==> config.mk <==
export PLATFORM = sky130hd
export DESIGN_NAME = dual_button_reset_sup
export DESIGN_NICKNAME = d
export VERILOG_FILES = /design/src/rtl/dual_button_reset_sup.sv
export SDC_FILE = /design/constraint.sdc
export NUM_CORES = 1
export LEC_CHECK = 0
export ABC_AREA = 1
export BUFFER_PORTS_ARGS = -buffer_cell sky130_fd_sc_hd__buf_2
export CORE_ASPECT_RATIO = 2
export CORE_MARGIN = 2
export CORE_UTILIZATION = 67
export CTS_CLUSTER_SIZE = 8
export DETAILED_ROUTE_END_ITERATION = 8
export PLACE_DENSITY_LB_ADDON = 0.3
export SYNTH_ARGS = -nofsm -noshare
export SYNTH_HDL_FRONTEND = slang
export SYNTH_SLANG_ARGS = --single-unit
==> constraint.sdc <==
create_clock -name clk -period 2.6 [get_ports clk]
set_input_delay 0.26 -clock clk [delete_from_list [all_inputs] [get_ports clk]]
set_output_delay 0.26 -clock clk [all_outputs]
set_load 0.05 [all_outputs]
==> src/rtl/dual_button_reset_sup.sv <==
module dual_button_reset_sup #(
  parameter int TICKS_PER_MS = 1,
  parameter bit LONG_PULSE   = 1'b1
) (
  input  logic       clk,
  input  logic       rst_n,
  input  logic       tick,
  input  logic       btn_a_n,
  input  logic       btn_b_n,
  input  logic [1:0] dly_sel,
  input  logic       supply_ok,
  output logic       rst_out_n
);
  localparam int SHORT_T = 2000 * TICKS_PER_MS;
  localparam int MID_T   = 6000 * TICKS_PER_MS;
  localparam int LONG_T  = 10000 * TICKS_PER_MS;
  localparam int PULSE_T = (LONG_PULSE ? 240 : 140) * TICKS_PER_MS;
  localparam int GUARD_T = 10 * TICKS_PER_MS;
  localparam int CW      = $clog2(LONG_T + 1);

  typedef enum logic [1:0] {ARMED, LOCKED, GUARD} st_t;

  logic [1:0]    a_sync, b_sync;
  logic          held, fire;
  logic [CW-1:0] target, press_cnt, guard_cnt, rec_cnt;
  st_t           st;

  always_ff @(posedge clk or negedge rst_n)
    if (!rst_n) begin
      a_sync <= 2'b11;
      b_sync <= 2'b11;
    end else begin
      a_sync <= {a_sync[0], btn_a_n};
      b_sync <= {b_sync[0], btn_b_n};
    end

  assign held = ~a_sync[1] & ~b_sync[1];

  always_comb
    case (dly_sel)
      2'b00:   target = CW'(SHORT_T);
      2'b10:   target = CW'(LONG_T);
      default: target = CW'(MID_T);
    endcase

  assign fire = (st == ARMED) && held && tick && (press_cnt >= target - CW'(1));

  always_ff @(posedge clk or negedge rst_n)
    if (!rst_n) begin
      st        <= ARMED;
      press_cnt <= '0;
      guard_cnt <= '0;
    end else begin
      if (st != ARMED || !held || fire) press_cnt <= '0;
      else if (tick)                    press_cnt <= press_cnt + CW'(1);
      case (st)
        ARMED:  if (fire) st <= LOCKED;
        LOCKED: if (!held) begin
          st        <= GUARD;
          guard_cnt <= '0;
        end
        default:
          if (held) guard_cnt <= '0;
          else if (tick) begin
            if (guard_cnt == CW'(GUARD_T - 1)) begin
              st        <= ARMED;
              guard_cnt <= '0;
            end else guard_cnt <= guard_cnt + CW'(1);
          end
      endcase
    end

  always_ff @(posedge clk or negedge rst_n)
    if (!rst_n)                  rec_cnt <= CW'(PULSE_T);
    else if (!supply_ok || fire) rec_cnt <= CW'(PULSE_T);
    else if (tick && rec_cnt != '0) rec_cnt <= rec_cnt - CW'(1);

  assign rst_out_n = (rec_cnt == '0);

  // a met setup time drives the output low on the next cycle
  a_r4_fire_drops: assert property (@(posedge clk) disable iff (!rst_n)
    fire |=> !rst_out_n);
  // an output fall with supply good needs a held double press
  a_r2_fall_needs_press: assert property (@(posedge clk) disable iff (!rst_n)
    ($fell(rst_out_n) && $past(supply_ok)) |-> $past(held));
  // supply loss forces reset
  a_r6_supply_low: assert property (@(posedge clk) disable iff (!rst_n)
    !supply_ok |=> !rst_out_n);
  // release only after a cycle with supply good
  a_r6_release: assert property (@(posedge clk) disable iff (!rst_n)
    $rose(rst_out_n) |-> $past(supply_ok));
  // pulse timing is frozen without a tick
  a_r9_frozen: assert property (@(posedge clk) disable iff (!rst_n)
    (!tick && supply_ok && !fire) |=> $stable(rec_cnt));
  // no new trigger while the press is still held after a trigger
  a_r8_locked: assert property (@(posedge clk) disable iff (!rst_n)
    (st == LOCKED && held) |=> (st == LOCKED && !fire));
endmodule

==> tab_implementation.tex <==
\begin{tabular}{lr}
\hline
Metric & Value \\
\hline
\multicolumn{2}{l}{\textbf{Floorplanning}} \\
\quad Area of the placeable core & 4380 um\^{}2 \\
\quad Top-Level Pins & 9 \\
\quad Width of the die & roughly 52 um \\
\quad Starting density of the core & 69.9\% \\
\quad Number of placement rows & 34 \\
\quad Floorplan die area & 5160 um\^{}2 \\
\quad Die boundary height & 99.6 um \\
\multicolumn{2}{l}{\textbf{STA}} \\
\quad Worst rel slew slack & 67.3\% \\
\quad Slew Viols, Final & 0 \\
\quad Number of hold violations in the final report & 0 \\
\quad Peak clock frequency supported by timing & 520 MHz \\
\quad Transition time at the pin with the least slew margin & 0.490 ns \\
\quad Final setup violation count & 0 \\
\quad Unrepaired setup endpoints after global routing & no \\
\quad Worst clock skew on the final layout & 0.0135 ns \\
\quad Clock period minus final worst setup slack & 1.92 ns \\
\quad Final clock period utilization by the worst path & 74.0\% \\
\quad Total Neg Setup Slack & 0 ns \\
\multicolumn{2}{l}{\textbf{Routing}} \\
\quad Router iterations before antenna repair & 5 \\
\quad Via density & 5.61 \\
\quad Vias after detailed routing & about 2,800 \\
\quad Remaining DRCs & 0 \\
\quad Iter 0 DRT Violations & 93 \\
\quad Mean routed wirelength per cell & 13.6 um \\
\quad ANT nets after route & 0 \\
\quad Drt total wl & 6830 um \\
\multicolumn{2}{l}{\textbf{Setup path}} \\
\quad Source of the worst register-to-register timing path & rec\_cnt[0]\$\_DFFE\_PN0P\_ \\
\quad Category of the worst setup path launch point & flip-flop \\
\quad Critical path start-end classification & reg2out \\
\quad Highest net fanout along the worst path & 5 \\
\quad Crit path launch & rec\_cnt[0]\$\_DFFE\_PN0P\_ \\
\quad Endpoint class of the critical path & output port \\
\quad Required arrival time at the worst endpoint & roughly 2.3 ns \\
\quad CP arrival & roughly 1.7 ns \\
\multicolumn{2}{l}{\textbf{Placed design}} \\
\quad Global placer's final weighted congestion & 0.925 \\
\quad Cell Count Post-Placement & 493 \\
\quad Post-DP Area & 3150 um\^{}2 \\
\quad Detailed-placement wirelength estimate & 5160 um \\
\quad Number of input and output port buffers inserted & 8 \\
\multicolumn{2}{l}{\textbf{GRT}} \\
\quad Grt ovf & 0 \\
\quad Maximum number of pins on one net before global-route repair & 28 \\
\quad Total global-route track usage & between 20\% and 30\% \\
\quad Vias in the first global route & 2,765 \\
\quad First-pass GRT wire length & 11,700 um \\
\quad Initial antenna violation count & 0 \\
\multicolumn{2}{l}{\textbf{Power}} \\
\quad Leak Pwr & 1.68 nW \\
\quad Largest vdd supply drop & $\sim$0.00055 V \\
\quad Pwr/cell area & 540 nW/um\^{}2 \\
\quad Total chip power & 0.00178 W \\
\multicolumn{2}{l}{\textbf{Worst hold path}} \\
\quad Min-Delay Path Class & in2reg \\
\quad Startpoint of the worst hold path & btn\_b\_n \\
\multicolumn{2}{l}{\textbf{Clocking}} \\
\quad Clk\_lat worst skew & $\sim$0.31 ns \\
\quad Num CTS Buffers & 5 \\
\quad Clock transition at the register clock pins on the worst setup and hold paths after CTS & 0.09 ns \\
\quad H-tree depth reported by CTS & 2 \\
\quad Buffers from clock root to sink, at most & 2 \\
\quad CTS root buffer & sky130\_fd\_sc\_hd\_\_clkbuf\_8 \\
\quad PostCTS Resize Cnt & 0 \\
\quad TritonCTS clock tree & done \\
\quad Clock sink count & 48 \\
\multicolumn{2}{l}{\textbf{Job}} \\
\quad Number of maximum-capacitance constraint violations & 0 \\
\multicolumn{2}{l}{\textbf{Finish}} \\
\quad Final \#Nets & $\sim$460 \\
\quad Non-filler instance count after layout & 502 \\
\quad Layout overhead on the synthesized area & 7.44\% \\
\quad Count of fill cells added during filler insertion & $\sim$340 \\
\quad Post-route cell area & 3290 um\^{}2 \\
\quad Layout cells sized above 1 & 12.1\% \\
\quad Antenna cells & 0 \\
\multicolumn{2}{l}{\textbf{Yosys}} \\
\quad Synth warnings & 0 \\
\quad Sequential fraction of the synthesis area & approximately 40\% \\
\quad Total standard cell area after synthesis & 3060 um\^{}2 \\
\quad Mapped Cells & 433 \\
\quad Register bit total from synthesis & between 40 and 50 \\
\quad Average cell area after synthesis & 7.07 um\^{}2 \\
\quad Total nets after synthesis & 450 \\
\quad Cell variety after synth & 33 \\
\multicolumn{2}{l}{\textbf{Status}} \\
\quad Status & finished, final reports clean \\
\hline
\end{tabular}
[what timing repair did]
| action | CTS | global route |
|---|---|---|
| buffers inserted | 0 | 0 |
| hold endpoints to repair | 13 | 0 |
| hold buffers | 1 | 0 |
[flip-flops by register name (all words and copies together), names as in the netlist]
| name | count |
|---|---|
| rec_cnt | 14 |
| press_cnt | 14 |
| b_sync | 2 |
| st | 2 |
| a_sync | 2 |
| guard_cnt | 14 |
[worst max-delay path, stage by stage (launching register included)]
cell	delay, ns
sky130_fd_sc_hd__dfrtp_1	0.39
sky130_fd_sc_hd__inv_1	0.10
sky130_fd_sc_hd__ha_1	0.19
sky130_fd_sc_hd__nand3_2	0.15
sky130_fd_sc_hd__nor2_1	0.12
sky130_fd_sc_hd__nand2_1	0.10
sky130_fd_sc_hd__inv_1	0.06
sky130_fd_sc_hd__buf_2	0.25
[per-layer routing]
metal,share of wire [%],routed length [um],global-route usage (%)
met3,2.5,168,3.60
met1,36,2450,30.9
met5,0,0,0
met4,4.4,300,15.6
met2,57,3910,55.9
[cell usage after synthesis, drive strengths merged]
cell | count | area (um^2)
buf | 3 | 23.8
inv | 66 | 250
nand4 | 22 | 138
o21ai | 15 | 75.1
dfrtp | 40 | 1000
ha | 9 | 113
o22ai | 1 | 6.26
nor2 | 64 | 278
xnor2 | 1 | 8.76
nand2 | 137 | 574
mux2i | 1 | 10.0
nor3 | 17 | 100
a21oi | 6 | 30.0
nand3 | 34 | 175
nand3b | 2 | 15.0
dfstp | 8 | 210
a21o | 2 | 15.0
nor4 | 1 | 6.26
a31o | 1 | 8.76
and3 | 1 | 6.26
xor2 | 2 | 17.5
[per-stage QoR]
step	util (%)	worst slack, ns	hold WS (ns)
5_1_grt	75.1	0.596	0.0357
4_1_cts	75.1	0.668	0.0430
3_3_place_gp	72.0	0.853	0.240
6_report	75.1	0.675	0.0469
3_5_place_dp	72.0	0.781	0.247
2_1_floorplan	-	1.04	-0.0356
[worst paths after layout]
check                           cells after the start                       end  slack, ns
worst max-delay path                                7                 rst_out_n       0.68
worst min-delay path                                1       b_sync[0]$_DFF_PN1_       0.05
worst max register to register                     11    rec_cnt[2]$_DFFE_PN0P_       0.78
worst min register to register                      0       a_sync[1]$_DFF_PN1_       0.35
max in group asynchronous                           3  guard_cnt[1]$_DFFE_PN0P_       1.43
min in group asynchronous                           2  press_cnt[5]$_DFFE_PN0P_       0.43
[cell usage in the layout, fill, tap and decap left out, drive strengths merged]
| cell type | count |
|---|---|
| ha | 9 |
| nand3b | 2 |
| inv | 66 |
| nand3 | 34 |
| xnor2 | 1 |
| nor3 | 17 |
| nor4 | 1 |
| nand2 | 137 |
| a21o | 2 |
| dfrtp | 40 |
| nor2 | 64 |
| buf | 9 |
| dlygate4sd3 | 1 |
| xor2 | 2 |
| clkbuf | 7 |
| mux2i | 1 |
| a31o | 1 |
| nand4 | 22 |
| bufinv | 1 |
| and3 | 1 |
| dfstp | 8 |
| a21oi | 6 |
| o21ai | 15 |
| o22ai | 1 |
[final cells by class]
cell class / count / area, um^2 / area share (%)
Clock buffer: 7 / 96.3 / 2.93
Inverter: 66 / 250 / 7.61
Sequential cell: 48 / 1210 / 36.8
Multi-Input combinational cell: 316 / 1580 / 47.9
Timing Repair Buffer: 10 / 57.6 / 1.75
Clock inverter: 1 / 30.0 / 0.913
Tap cell: 54 / 67.6 / 2.05
[power by group]
group / switching, W / leakage, nW / internal (W) / total (W)
logic: 0.000224 / 0.978 / 0.000106 / 0.000330
registers: 0.0000533 / 0.634 / 0.000803 / 0.000857
clock network: 0.000249 / 0.0645 / 0.000339 / 0.000588
[logic make-up after synthesis]
logic type                 after synthesis  share of synthesized area, %
and+or+nand+nor                        278                          42.2
DFF                                     48                          39.6
xor gates and xnor gates                 3                         0.858
adders and majority gates                9                          3.68
muxes                                    1                         0.327
AOI/OAI and AO/OA                       25                          4.41
buffers and inverters                   69                          8.95
No activity file was read; power rests on OpenSTA's default activity.
